<file path="src/rtl/cst_pkg.sv">
package cst_pkg;
    typedef enum logic [1:0] {
        SY_OFF   = 2'd0,
        SY_ARMED = 2'd1,
        SY_PULSE = 2'd2,
        SY_SPENT = 2'd3
    } sync_st_e;

    localparam logic [1:0] SEL_PERIOD = 2'd0;
    localparam logic [1:0] SEL_SYNCCMP = 2'd1;
    localparam logic [1:0] SEL_WIDTH  = 2'd2;
    localparam logic [1:0] SEL_CTRL   = 2'd3;

    localparam int CTRL_RUN_BIT    = 0;
    localparam int CTRL_EN_BIT     = 1;
    localparam int CTRL_SINGLE_BIT = 2;
endpackage

</file>
<file path="src/rtl/cst_counter.sv">
module cst_counter #(
    parameter int CNT_W = 16
) (
    input  logic             clk,
    input  logic             rst_n,
    input  logic             run,
    input  logic [CNT_W-1:0] period_val,
    input  logic [CNT_W-1:0] sync_cmp_val,
    output logic             wrap_evt,
    output logic             hit_evt
);
    logic [CNT_W-1:0] cnt_q;
    logic             at_end;
    logic             at_hit;

    always_comb begin
        at_end = (cnt_q == period_val);
        at_hit = (cnt_q == sync_cmp_val);
    end

    always_ff @(posedge clk) begin
        if (!rst_n) begin
            cnt_q    <= '0;
            wrap_evt <= 1'b0;
            hit_evt  <= 1'b0;
        end else if (!run) begin
            cnt_q    <= '0;
            wrap_evt <= 1'b0;
            hit_evt  <= 1'b0;
        end else begin
            cnt_q    <= at_end ? '0 : cnt_q + 1'b1;
            wrap_evt <= at_end;
            hit_evt  <= at_hit;
        end
    end


    wrap_at_zero_chk: assert property (@(posedge clk) disable iff (!rst_n)
        wrap_evt |-> (cnt_q == '0));


    stopped_quiet_chk: assert property (@(posedge clk) disable iff (!rst_n)
        !run |=> (!wrap_evt && !hit_evt));


    stopped_zero_chk: assert property (@(posedge clk) disable iff (!rst_n)
        !run |=> (cnt_q == '0));
endmodule

</file>
<file path="src/rtl/cst_sync_fsm.sv">
module cst_sync_fsm
    import cst_pkg::*;
#(
    parameter int WID_W = 8
) (
    input  logic             clk,
    input  logic             rst_n,
    input  logic             sync_en,
    input  logic             single,
    input  logic [WID_W-1:0] width,
    input  logic             hit_evt,
    output logic             sync_out
);
    sync_st_e         st_q, st_d;
    logic [WID_W-1:0] left_q;

    always_comb begin
        st_d = st_q;
        if (!sync_en) begin
            st_d = SY_OFF;
        end else begin
            unique case (st_q)
                SY_OFF:   st_d = SY_ARMED;
                SY_ARMED: if (hit_evt) st_d = SY_PULSE;
                SY_PULSE: if (left_q == '0) st_d = single ? SY_SPENT : SY_ARMED;
                SY_SPENT: st_d = SY_SPENT;
                default:  st_d = SY_OFF;
            endcase
        end
    end

    always_ff @(posedge clk) begin
        if (!rst_n) begin
            st_q   <= SY_OFF;
            left_q <= '0;
        end else begin
            st_q <= st_d;
            if (st_d == SY_PULSE && st_q != SY_PULSE)
                left_q <= (width == '0) ? '0 : width - 1'b1;
            else if (st_q == SY_PULSE && left_q != '0)
                left_q <= left_q - 1'b1;
        end
    end

    always_comb begin
        sync_out = (st_q == SY_PULSE);
    end


    sync_after_hit_chk: assert property (@(posedge clk) disable iff (!rst_n)
        $rose(sync_out) |-> $past(hit_evt));


    spent_holds_chk: assert property (@(posedge clk) disable iff (!rst_n)
        (st_q == SY_SPENT && sync_en) |=> !sync_out);


    disable_drops_chk: assert property (@(posedge clk) disable iff (!rst_n)
        !sync_en |=> !sync_out);
endmodule

</file>
<file path="src/rtl/cyc_sync_timer.sv">
module cyc_sync_timer
    import cst_pkg::*;
#(
    parameter int CNT_W      = 16,
    parameter int WID_W      = 8,
    parameter int DEF_PERIOD = 12499,
    parameter int DEF_WIDTH  = 10
) (
    input  logic             clk,
    input  logic             rst_n,
    input  logic             wr_en,
    input  logic [1:0]       wr_sel,
    input  logic [CNT_W-1:0] wr_data,
    output logic             sync_out,
    output logic             cmp0_evt,
    output logic             cmp1_evt
);
    localparam logic [CNT_W-1:0] PERIOD_RST = CNT_W'(DEF_PERIOD);
    localparam logic [WID_W-1:0] WIDTH_RST  = WID_W'(DEF_WIDTH);

    logic [CNT_W-1:0] period_q;
    logic [CNT_W-1:0] synccmp_q;
    logic [WID_W-1:0] width_q;
    logic             run_q;
    logic             en_q;
    logic             single_q;


    always_ff @(posedge clk) begin
        if (!rst_n) begin
            period_q  <= PERIOD_RST;
            synccmp_q <= '0;
            width_q   <= WIDTH_RST;
            run_q     <= 1'b0;
            en_q      <= 1'b0;
            single_q  <= 1'b0;
        end else if (wr_en) begin
            unique case (wr_sel)
                SEL_PERIOD:  period_q  <= wr_data;
                SEL_SYNCCMP: synccmp_q <= wr_data;
                SEL_WIDTH:   width_q   <= wr_data[WID_W-1:0];
                SEL_CTRL: begin
                    run_q    <= wr_data[CTRL_RUN_BIT];
                    en_q     <= wr_data[CTRL_EN_BIT];
                    single_q <= wr_data[CTRL_SINGLE_BIT];
                end
                default: ;
            endcase
        end
    end

    cst_counter #(.CNT_W(CNT_W)) u_cnt (
        .clk          (clk),
        .rst_n        (rst_n),
        .run          (run_q),
        .period_val   (period_q),
        .sync_cmp_val (synccmp_q),
        .wrap_evt     (cmp0_evt),
        .hit_evt      (cmp1_evt)
    );

    cst_sync_fsm #(.WID_W(WID_W)) u_fsm (
        .clk      (clk),
        .rst_n    (rst_n),
        .sync_en  (en_q),
        .single   (single_q),
        .width    (width_q),
        .hit_evt  (cmp1_evt),
        .sync_out (sync_out)
    );


    reset_idle_chk: assert property (@(posedge clk)
        !rst_n |=> (!sync_out && !cmp0_evt && !cmp1_evt));
endmodule

</file>
<file path="config.mk">
export PLATFORM = sky130hd
export DESIGN_NAME = cyc_sync_timer
export DESIGN_NICKNAME = d
export VERILOG_FILES = /design/src/rtl/cst_pkg.sv /design/src/rtl/cst_counter.sv /design/src/rtl/cst_sync_fsm.sv /design/src/rtl/cyc_sync_timer.sv
export SDC_FILE = /design/constraint.sdc
export NUM_CORES = 1
export LEC_CHECK = 0
export ABC_AREA = 1
export BUFFER_PORTS_ARGS = -buffer_cell sky130_fd_sc_hd__buf_4
export CAP_MARGIN = 0
export CORE_MARGIN = 10
export CORE_UTILIZATION = 50
export CTS_CLUSTER_DIAMETER = 120
export DETAILED_ROUTE_END_ITERATION = 8
export PLACE_DENSITY = 0.68
export SETUP_SLACK_MARGIN = 0.2
export SKIP_CTS_REPAIR_TIMING = 1
export SYNTH_ARGS = -nofsm -noshare
export SYNTH_HDL_FRONTEND = slang
export SYNTH_SLANG_ARGS = --single-unit
</file>
<file path="constraint.sdc">
create_clock -name clk -period 3.78 [get_ports clk]
set_input_delay 0.756 -clock clk [delete_from_list [all_inputs] [get_ports clk]]
set_output_delay 0.756 -clock clk [all_outputs]
set_load 0.02 [all_outputs]
</file>
==> impl_metrics.csv <==
group,metric,value,unit
worst_setup_path,critPathKind,"reg -> out",
drt,drc_errors,0,
die,start_util,51.5,%
timing,rsz0062_at_grt,"false",
placed_design,dp.final_hpwl,6100,um
worst_setup_path,crit_required,3.02,ns
final_layout,stdcell_area,3910,um2
timing,finalClockSkew,0.0101,ns
synth,netlist_area,3520,um2
timing,setup_viol_count_final,0,
timing,slew_violations,0,
synth,ys_ff_latch,71,
synth,avgSynthCellArea,7.26,um2
global_routing,grt_overflow,0,
power_and_ir_drop,power.leakage,0.00166,uW
synth,ys_types,31,
placed_design,dp.cells,589,
outcome,status,"finished, final reports clean",
drt,drt-pass1-iter-count,4,
drt,routed_wl,8350,um
drt,top_layer,"met4",
power_and_ir_drop,ir_worst_vdd,0.243,mV
synth,yosysTopAreaCell,"dfxtp_1",
run,drv_cap,0,
final_layout,multi_input_area,1820,um2
clock_network,cts_tree,"done",
global_routing,grt_max_degree,53,
drt,dr_total_vias,3089,
clock_network,cts-root-buf,"clkbuf_8",
synth,synth_top_cell_area_share,40.4,%
global_routing,grt.total_usage,15.3,%
worst_setup_path,reg2reg_from,"u_fsm.left_q[0]$_SDFFE_PN0P_",
die,io_pins,24,
clock_network,htreeDepth,3,
min_path,hold_start,"run_q$_SDFFE_PN0P_",
clock_network,cts_sinks,71,
timing,fmax,0.513,GHz
drt,antenna_left,0,
synth,yosys-top-cells-area,"dfxtp_1 40%, nor2_1 11%, xor2_1 7.0%",
min_path,hold_class,"reg -> reg",
worst_setup_path,setup.worst_path.start,"u_fsm.st_q[1]$_SDFF_PN0_",
clock_network,insertion_delay,0.35,ns
clock_network,path_clk_slew,0.07,ns
global_routing,first_global_vias,2974,
final_layout,nFillCells,667,
die,die_x,104,um
synth,ys_seq_area_share,40.4,%
synth,syn-instance-count,485,
final_layout,nets,528,
timing,finalHoldViolations,0,
timing,fin_crit,1.95,ns
placed_design,globalplace.congestion,0.909,
worst_setup_path,rr_worst_depth,9,
die,die_height,104,um
synth,syn_nets,509,
clock_network,cts_buffers,9,
drt,met2_wirelength,4050,um
final_layout,syn2layout_area_growth,11.2,%
global_routing,antenna_found_initial,0,
placed_design,placed_cell_area,3730,um2
timing,fin_setup_tns,0,ns
final_layout,instances_no_fill,602,
final_layout,diodes,0,
drt,wirelength_met1,3750,um
worst_setup_path,cp-start-kind,"flip-flop",
power_and_ir_drop,p_per_area,383,nW/um2
die,std_cell_rows,30,
timing,slew_headroom,63.9,%
drt,routed_via_density,5.13,
worst_setup_path,critPathMaxFanout,3,
global_routing,grt_pass1_wl,13700,um
drt,drt_iter0_markers,211,
synth,ys_warn_count,0,
clock_network,clockBufferDepth,2,
drt,route.met3.wl,298,um
worst_setup_path,crit_path_end_kind,"output pin",
final_layout,drive_gt1_share,10.3,%
worst_setup_path,critPathArrivalTime,1.19,ns
timing,finalCritPeriodShare,51.6,%
drt,wl_per_cell,13.9,um
timing,worstMarginPinSlew,0.540,ns
die,die_area,10800,um2
final_layout,regArea,1420,um2
placed_design,numPortBuffers,23,
min_path,min_path_cells,2,
die,design.core.area,6830,um2
final cells by class:
class,instances,share of cell area [%]
timing repair buffer,25,4.80
tap,96,3.07
multi-input combinational,349,46.5
inverter,48,4.60
clock inverter,1,0.767
clock buffer,12,3.96
sequential,71,36.3
power by group:
| part | leakage, uW | switching [uW] | internal, uW | total (uW) |
|---|---|---|---|---|
| logic | 0.000984 | 66.7 | 45.7 | 112 |
| registers | 0.000578 | 16.4 | 773 | 789 |
| clock network | 0.0000944 | 266 | 330 | 597 |
| total | 0.00166 | 349 | 1150 | 1500 |
cell usage after synthesis:
cell type	count
buf_4	1
o21ai_4	1
nor3_1	4
dfxtp_1	71
inv_1	45
o21ai_0	48
nand2_1	61
nor3_4	2
o31ai_1	1
xor2_1	28
nand2_2	3
inv_2	3
xnor2_1	16
ha_1	3
nor2_1	106
o22ai_1	1
and2_1	1
clkbuf_1	6
o21bai_1	3
o221ai_1	2
nand4_1	5
nand3b_1	1
o211ai_1	4
clkbuf_2	2
buf_6	3
buf_2	5
nor2_2	4
a21oi_1	19
nand2_4	2
o21ai_1	1
nand3_1	33
per-layer routing:
layer | vias to the layer above | track usage (%)
met5 | - | 0
met4 | 0 | 7.36
met3 | 17 | 3.35
met2 | 71 | 26.4
met1 | 1418 | 17.5
li1 | 1583 | -
cells in the final DEF (no fill, tap or decap), drive strengths merged:
cell type	netlist	layout
nor2	110	110
dfxtp	71	71
nand2	66	66
o21ai	50	50
inv	48	48
nand3	33	33
xor2	28	28
buf	9	25
a21oi	19	19
xnor2	16	16
clkbuf	8	12
nor3	6	6
nand4	5	5
o211ai	4	4
o21bai	3	3
ha	3	3
o221ai	2	2
and2	1	1
nand3b	1	1
o31ai	1	1
o22ai	1	1
bufinv	0	1
logic make-up after synthesis:
| group | synth area share, % |
|---|---|
| AOI/OAI and AO/OA | 12.5 |
| xor gates and xnor gates | 10.9 |
| adders and majority gates | 1.07 |
| buffers and inverters | 7.93 |
| DFF | 40.4 |
| and+or+nand+nor | 27.2 |
critical path, cell delays in order, from the launching register on:
cell and delay, ns:
dfxtp_1 0.35, inv_1 0.06, nor2_1 0.23, buf_4 0.20
through the flow:
stage / util, % / power [uW] / hold slack [ns] / setup WS, ns
global route: 57.3 / 1560 / 0.472 / 1.76
detailed placement: 54.6 / 918 / 0.447 / 1.72
finish: 57.3 / 1500 / 0.452 / 1.83
global placement: 54.6 / 915 / 0.442 / 1.78
floorplan: - / 874 / 0.424 / 2.24
CTS: 57.3 / 1510 / 0.458 / 1.82
sequential cells by signal, indices dropped and copies added (netlist names):
name	flops
u_cnt.wrap_evt	1
period_q	16
u_cnt.hit_evt	1
width_q	8
synccmp_q	16
single_q	1
run_q	1
u_cnt.cnt_q	16
u_fsm.st_q	2
en_q	1
u_fsm.left_q	8
worst paths after layout:
path                             endpoint  slack, ns
max                              sync_out       1.83
min                    run_q$_SDFFE_PN0P_       0.45
max reg2reg  u_fsm.left_q[7]$_SDFFE_PN0P_       2.16
min reg2reg            run_q$_SDFFE_PN0P_       0.45
Power figures use the tool's default switching activity.
